===== src/rtl/rst_wdog_pkg.sv =====
package rst_wdog_pkg;

  // Strobes from the control FSM to the counter datapath
  typedef struct packed {
    logic rstClr;   // clear the reset-length counter (priority over inc)
    logic rstInc;   // advance the reset-length counter
    logic wdClr;    // clear the watchdog counter (priority over inc)
    logic wdInc;    // advance the watchdog counter
    logic wdLong;   // compare the watchdog counter against the long limit
  } cntCtrl_t;

endpackage


===== src/rtl/rst_wdog_counters.sv =====
module rst_wdog_counters
  import rst_wdog_pkg::*;
#(
  parameter int RST_SHORT_TICKS = 512,
  parameter int RST_LONG_TICKS  = 2048,
  parameter int WD_NORMAL_TICKS = 1024,
  parameter int WD_GRACE_TICKS  = 4096
) (
  input  logic     clk,
  input  logic     rstN,
  input  cntCtrl_t ctl,
  input  logic     rstLenLong,
  output logic     rstDone,
  output logic     wdDone
);

  localparam int RST_MAX = (RST_LONG_TICKS > RST_SHORT_TICKS) ? RST_LONG_TICKS : RST_SHORT_TICKS;
  localparam int WD_MAX  = (WD_GRACE_TICKS > WD_NORMAL_TICKS) ? WD_GRACE_TICKS : WD_NORMAL_TICKS;
  localparam int RCW     = $clog2(RST_MAX + 1);
  localparam int WCW     = $clog2(WD_MAX + 1);

  localparam logic [RCW-1:0] RST_SHORT_END = RCW'(RST_SHORT_TICKS - 1);
  localparam logic [RCW-1:0] RST_LONG_END  = RCW'(RST_LONG_TICKS - 1);
  localparam logic [RCW-1:0] RST_MAX_END   = RCW'(RST_MAX - 1);
  localparam logic [WCW-1:0] WD_NORMAL_END = WCW'(WD_NORMAL_TICKS - 1);
  localparam logic [WCW-1:0] WD_GRACE_END  = WCW'(WD_GRACE_TICKS - 1);
  localparam logic [WCW-1:0] WD_MAX_END    = WCW'(WD_MAX - 1);

  logic [RCW-1:0] rstCnt;
  logic [WCW-1:0] wdCnt;
  logic [RCW-1:0] rstEnd;
  logic [WCW-1:0] wdEnd;

  always_ff @(posedge clk or negedge rstN) begin
    if (!rstN)           rstCnt <= '0;
    else if (ctl.rstClr) rstCnt <= '0;
    else if (ctl.rstInc) rstCnt <= rstCnt + 1'b1;
  end

  always_ff @(posedge clk or negedge rstN) begin
    if (!rstN)          wdCnt <= '0;
    else if (ctl.wdClr) wdCnt <= '0;
    else if (ctl.wdInc) wdCnt <= wdCnt + 1'b1;
  end

  always_comb begin
    rstEnd  = rstLenLong ? RST_LONG_END : RST_SHORT_END;
    wdEnd   = ctl.wdLong ? WD_GRACE_END : WD_NORMAL_END;
    // >= so that a select change mid-count can never let a counter run past its end
    rstDone = (rstCnt >= rstEnd);
    wdDone  = (wdCnt >= wdEnd);
  end

  // reset-length counter never exceeds the longest reset length
  p_rst_bound_r2: assert property (@(posedge clk) disable iff (!rstN)
    rstCnt <= RST_MAX_END);

  // watchdog counter never exceeds the longest watchdog period
  p_wd_bound_r4: assert property (@(posedge clk) disable iff (!rstN)
    wdCnt <= WD_MAX_END);

endmodule


===== src/rtl/rst_wdog_ctrl.sv =====
module rst_wdog_ctrl
  import rst_wdog_pkg::*;
#(
  parameter int SYNC_STAGES = 2
) (
  input  logic     clk,
  input  logic     rstN,
  input  logic     tickEn,
  input  logic     supplyLow,
  input  logic     strobe,
  input  logic     wdEnable,
  input  logic     periodLong,
  input  logic     rstDone,
  input  logic     wdDone,
  output cntCtrl_t ctl,
  output logic     rstActive,
  output logic     wdTimeoutN
);

  // syncChain[0..SYNC_STAGES-1] synchronize, syncChain[SYNC_STAGES] holds the previous value
  logic [SYNC_STAGES:0] syncChain;
  logic strobeEdge;
  logic wdRun;
  logic timeoutHit;
  logic releaseHit;
  logic graceOn;

  always_ff @(posedge clk or negedge rstN) begin
    if (!rstN) syncChain[0] <= 1'b0;
    else       syncChain[0] <= strobe;
  end

  for (genvar i = 1; i <= SYNC_STAGES; i++) begin : g_sync
    always_ff @(posedge clk or negedge rstN) begin
      if (!rstN) syncChain[i] <= 1'b0;
      else       syncChain[i] <= syncChain[i-1];
    end
  end

  always_comb begin
    strobeEdge = syncChain[SYNC_STAGES-1] ^ syncChain[SYNC_STAGES];
    wdRun      = !rstActive && wdEnable;
    timeoutHit = wdRun && tickEn && !strobeEdge && wdDone;
    releaseHit = rstActive && !supplyLow && tickEn && rstDone;

    ctl.rstClr = supplyLow || !rstActive || releaseHit;
    ctl.rstInc = tickEn;
    ctl.wdClr  = !wdRun || strobeEdge || timeoutHit;
    ctl.wdInc  = tickEn;
    ctl.wdLong = graceOn || periodLong;
  end

  always_ff @(posedge clk or negedge rstN) begin
    if (!rstN) begin
      rstActive  <= 1'b1;
      graceOn    <= 1'b1;
      wdTimeoutN <= 1'b1;
    end else begin
      if (supplyLow)       rstActive <= 1'b1;
      else if (releaseHit) rstActive <= 1'b0;
      else if (timeoutHit) rstActive <= 1'b1;

      if (rstActive)                  graceOn <= 1'b1;
      else if (wdRun && strobeEdge)   graceOn <= 1'b0;

      if (supplyLow || !wdEnable)     wdTimeoutN <= 1'b1;
      else if (wdRun && strobeEdge)   wdTimeoutN <= 1'b1;
      else if (timeoutHit)            wdTimeoutN <= 1'b0;
    end
  end

  // a low supply holds the reset active
  p_supply_hold_r1: assert property (@(posedge clk) disable iff (!rstN)
    supplyLow |=> rstActive);

  // reset is released only on a tick with the supply good
  p_release_tick_r2: assert property (@(posedge clk) disable iff (!rstN)
    $fell(rstActive) |-> ($past(tickEn) && !$past(supplyLow)));

  // a timeout flag drop coincides with a fresh reset pulse
  p_timeout_pulse_r6: assert property (@(posedge clk) disable iff (!rstN)
    $fell(wdTimeoutN) |-> (rstActive && !$past(rstActive)));

  // low supply forces the timeout flag high
  p_wdo_supply_r8: assert property (@(posedge clk) disable iff (!rstN)
    supplyLow |=> wdTimeoutN);

  // a disabled watchdog keeps its flag high
  p_wdo_off_r9: assert property (@(posedge clk) disable iff (!rstN)
    !wdEnable |=> wdTimeoutN);

  // without a tick and with the supply good, the reset state cannot move
  p_tick_gate_r12: assert property (@(posedge clk) disable iff (!rstN)
    (!tickEn && !supplyLow) |=> $stable(rstActive));

endmodule


===== src/rtl/rst_wdog_timer.sv =====
module rst_wdog_timer
  import rst_wdog_pkg::*;
#(
  parameter int RST_SHORT_TICKS = 512,
  parameter int RST_LONG_TICKS  = 2048,
  parameter int WD_NORMAL_TICKS = 1024,
  parameter int WD_GRACE_TICKS  = 4096,
  parameter int SYNC_STAGES     = 2
) (
  input  logic clk,
  input  logic rstN,
  input  logic tickEn,
  input  logic supplyLow,
  input  logic strobe,
  input  logic wdEnable,
  input  logic periodLong,
  input  logic rstLenLong,
  output logic rstOutN,
  output logic rstOut,
  output logic wdTimeoutN
);

  cntCtrl_t ctl;
  logic     rstDone;
  logic     wdDone;
  logic     rstActive;

  rst_wdog_ctrl #(
    .SYNC_STAGES(SYNC_STAGES)
  ) u_ctrl (
    .clk        (clk),
    .rstN       (rstN),
    .tickEn     (tickEn),
    .supplyLow  (supplyLow),
    .strobe     (strobe),
    .wdEnable   (wdEnable),
    .periodLong (periodLong),
    .rstDone    (rstDone),
    .wdDone     (wdDone),
    .ctl        (ctl),
    .rstActive  (rstActive),
    .wdTimeoutN (wdTimeoutN)
  );

  rst_wdog_counters #(
    .RST_SHORT_TICKS (RST_SHORT_TICKS),
    .RST_LONG_TICKS  (RST_LONG_TICKS),
    .WD_NORMAL_TICKS (WD_NORMAL_TICKS),
    .WD_GRACE_TICKS  (WD_GRACE_TICKS)
  ) u_cnt (
    .clk        (clk),
    .rstN       (rstN),
    .ctl        (ctl),
    .rstLenLong (rstLenLong),
    .rstDone    (rstDone),
    .wdDone     (wdDone)
  );

  assign rstOutN = !rstActive;
  assign rstOut  = rstActive;

endmodule


===== config.mk =====
export PLATFORM = sky130hd
export DESIGN_NAME = rst_wdog_timer
export DESIGN_NICKNAME = d
export VERILOG_FILES = /design/src/rtl/rst_wdog_pkg.sv /design/src/rtl/rst_wdog_counters.sv /design/src/rtl/rst_wdog_ctrl.sv /design/src/rtl/rst_wdog_timer.sv
export SDC_FILE = /design/constraint.sdc
export NUM_CORES = 1
export LEC_CHECK = 0
export BUFFER_PORTS_ARGS = -buffer_cell sky130_fd_sc_hd__buf_2
export CORE_MARGIN = 2
export CORE_UTILIZATION = 40
export DETAILED_ROUTE_END_ITERATION = 8
export PLACE_DENSITY = 0.57
export SETUP_SLACK_MARGIN = 0.5
export SLEW_MARGIN = 5
export SYNTH_ARGS = -nofsm -noshare
export SYNTH_HDL_FRONTEND = slang
export SYNTH_SLANG_ARGS = --single-unit

===== constraint.sdc =====
create_clock -name clk -period 5.4 [get_ports clk]
set_clock_uncertainty 0.2 [all_clocks]
set_input_delay 1.62 -clock clk [delete_from_list [all_inputs] [get_ports clk]]
set_output_delay 1.62 -clock clk [all_outputs]
set_load 0.02 [all_outputs]

==> reports/qor.csv <==
stage,metric,value,unit
run_status,status,finished clean,
yosys,synth.most_common_cell,dfrtp_1,
timing,worst_pin_slew,0.690,ns
floorplanning,pin_count,11,
timing,grt_setup_unrepaired,no,
route,route.detailed.drc,0,
timing,max_clock_freq,270,MHz
clocking,tritoncts,yes,
route,ant_nets,0,
critical_path,critPathArrivalTime,3.66,ns
clocking,cts_buffer_depth,2,
clocking,cts_root_buffer,clkbuf_8,
yosys,syn-mean-instance-area,9.61,sq um
yosys,netlist.area_leader.share,40.7,%
place,hpwl,2620,microns
clocking,htreeDepth,2,
floorplanning,floorplan.initialDensity,42.4,%
job,drv_cap,0,
timing,worst_slack,1.70,ns
final_layout,drive_gt1_share,14.2,%
critical_path,rrSetupSlack,2.66,ns
route,drt-pass1-iter-count,4,
final_layout,area_growth,8.95,%
power,p_leak,0.000829,uW
timing,setup_viol,0,
final_layout,nets,203,
worst_hold_path,hold_path.class,reg2reg,
route,first_iter_violations,101,
clocking,post_cts_buffers,0,
critical_path,cp-start-kind,primary input,
timing,max_slew_margin,54.0,%
final_layout,n_fill_cell,388,
global_routing,antenna_found_initial,0,
critical_path,worstPathMaxFanout,19,
yosys,synth_cell_types,43,
yosys,synth_enable_flop_cells,0,
route,wire_per_inst,15.5,microns
floorplanning,die_area,0.00484,sq mm
floorplanning,core_area,0.00406,sq mm
clocking,numClockSinks,31,
timing,fin_crit,3.70,ns
critical_path,crit-reg2reg-capture,u_cnt.wdCnt[8],
yosys,ys_async_sr_fraction,100,%
global_routing,grt_overflow,0,
floorplanning,row_count,23,
clocking,clk_latency,0.28,ns
route,num_vias,1403,
yosys,yosysTopAreaCell,dfrtp_1,
clocking,cts_hold_buf,0,
critical_path,end_kind,flop,
worst_hold_path,hp-start,u_ctrl.syncChain[0],
power,ir_drop,141,uV
clocking,path_clk_slew,0.07,ns
worst_hold_path,hold_end,u_ctrl.syncChain[1],
place,routabilityCongestion,0.843,
yosys,yosysWarnings,0,
global_routing,grt_pass1_wl,6500,microns
critical_path,r2r_start,u_ctrl.graceOn,
critical_path,required,5.36,ns
clocking,cts_made_buffers,5,
timing,hold_viol_final,0,
yosys,syn_area,0.00172,sq mm
critical_path,critical_path.startpoint,periodLong,
route,viasPerCell,5.85,
global_routing,grt_use_total,16.4,%
critical_path,critPathKind,in2reg,
timing,fin_crit_sh,68.5,%
place,dp_slack,1.45,ns
final_layout,antenna_cells,0,
yosys,synth-seq-area-share,45.3,%
global_routing,grt_max_degree,32,
route,totalWireLength,3720,microns
timing,slew_viol_final,0,
timing,tns,0,ns
place,io_buffers,10,
critical_path,reg2reg_depth,6,
yosys,synthFlopType,dfrtp_1,
yosys,synth_fp_nets,193,
power,p_per_area,231,mW/mm^2
floorplanning,die_y,69.6,microns
global_routing,grt_pass1_vias,1405,
yosys,synth_common_cells,"28 x dfrtp_1, 17 x nor2_1, 14 x nand3_1, 13 x nand2_1, 12 x a31oi_1",
worst_hold_path,hold_depth,0,
yosys,ys_ff_latch,31,
yosys,synth.area.top_cells,"dfrtp_1 41%, dfstp_2 4.6%, a31oi_1 4.4%, ha_1 4.4%, nand3_1 4.1%",
yosys,postSynthCellCount,179,
clocking,cts_resized,0,
floorplanning,die_x,69.6,microns
==> state kept, by name (all words and copies together) (netlist names) <==
signal	count
u_ctrl.wdTimeoutN	1
u_ctrl.graceOn	1
u_ctrl.rstActive	1
u_cnt.rstCnt	12
u_cnt.wdCnt	13
u_ctrl.syncChain	3
==> cell type report <==
type / count / area (sq um) / share of cell area, %
multi-input cells: 132 / 867 / 46.3
flip-flops and latches: 31 / 779 / 41.6
clock buffers: 7 / 76.3 / 4.07
well taps: 50 / 62.6 / 3.34
repair buffers: 10 / 50.0 / 2.67
inverters: 9 / 33.8 / 1.80
clock inverters: 1 / 5.00 / 0.267
==> critical path: stages <==
cell      delay (ns)
buf_2           0.09
nor2_1          0.13
ha_1            0.26
a211oi_1        0.32
and3_1          0.62
nand2_1         0.23
o41ai_1         0.37
==> metal layers <==
metal  vias up  GRT usage (%)  share of wire (%)
met5         -              0                  0
met4         0           5.45                1.2
met3         7           3.92                3.7
met2        23           26.8                 48
met1       685           21.3                 47
li1        688              -                  -
==> power breakdown <==
group	leakage, uW	internal, uW	switching (uW)
sequential	0.000414	235	2.34
clock	0.0000422	90.4	85.9
combinational	0.000372	5.98	13.2
==> kinds of logic (layout without fill, tap and decap cells) <==
family | after synthesis | after routing | synth area share [%]
compound gates | 36 | 36 | 14.6
fa+ha+maj | 6 | 6 | 4.36
buf+inv | 16 | 27 | 4.29
flops | 31 | 31 | 45.3
simple gates | 80 | 80 | 26.3
xor+xnor | 10 | 10 | 5.09
==> worst max-delay path by stage <==
stage                 endpoint  slack [ns]
2_1_floorplan   u_cnt.wdCnt[7]        2.10
3_3_place_gp   u_cnt.wdCnt[10]        1.60
3_5_place_dp    u_cnt.wdCnt[8]        1.45
4_1_cts         u_cnt.wdCnt[8]        1.74
5_1_grt         u_cnt.wdCnt[8]        1.47
6_report        u_cnt.wdCnt[8]        1.70
==> layout by cell type (no fill, tap or decap), types with 2 or more instances in the layout <==
| master | n |
|---|---|
| or3b_2 | 2 |
| o21ai_0 | 4 |
| nor3_1 | 3 |
| dfstp_2 | 3 |
| inv_1 | 9 |
| o41ai_1 | 2 |
| and4_1 | 2 |
| nand3_1 | 14 |
| nor2_1 | 17 |
| o31a_2 | 3 |
| xnor2_1 | 6 |
| xor2_1 | 4 |
| ha_1 | 6 |
| a31oi_1 | 12 |
| a21oi_1 | 4 |
| buf_2 | 10 |
| nand3b_1 | 4 |
| nand4_1 | 8 |
| o31ai_1 | 2 |
| clkbuf_1 | 2 |
| a32oi_1 | 3 |
| nand4b_1 | 2 |
| clkbuf_8 | 5 |
| nand2_1 | 13 |
| and3_1 | 5 |
| dfrtp_1 | 28 |
==> metrics by stage <==
stage	util, %	hold WS [ns]	instance area [sq um]	std cells	total power [uW]
floorplan	-	0.131	1720	179	251
global placement	44.2	0.132	1790	232	261
detailed placement	44.2	0.136	1790	232	261
CTS	46.2	0.150	1870	240	437
global route	46.2	0.159	1870	240	449
finish	46.2	0.151	1870	240	433
Power figures use the tool's default switching activity.
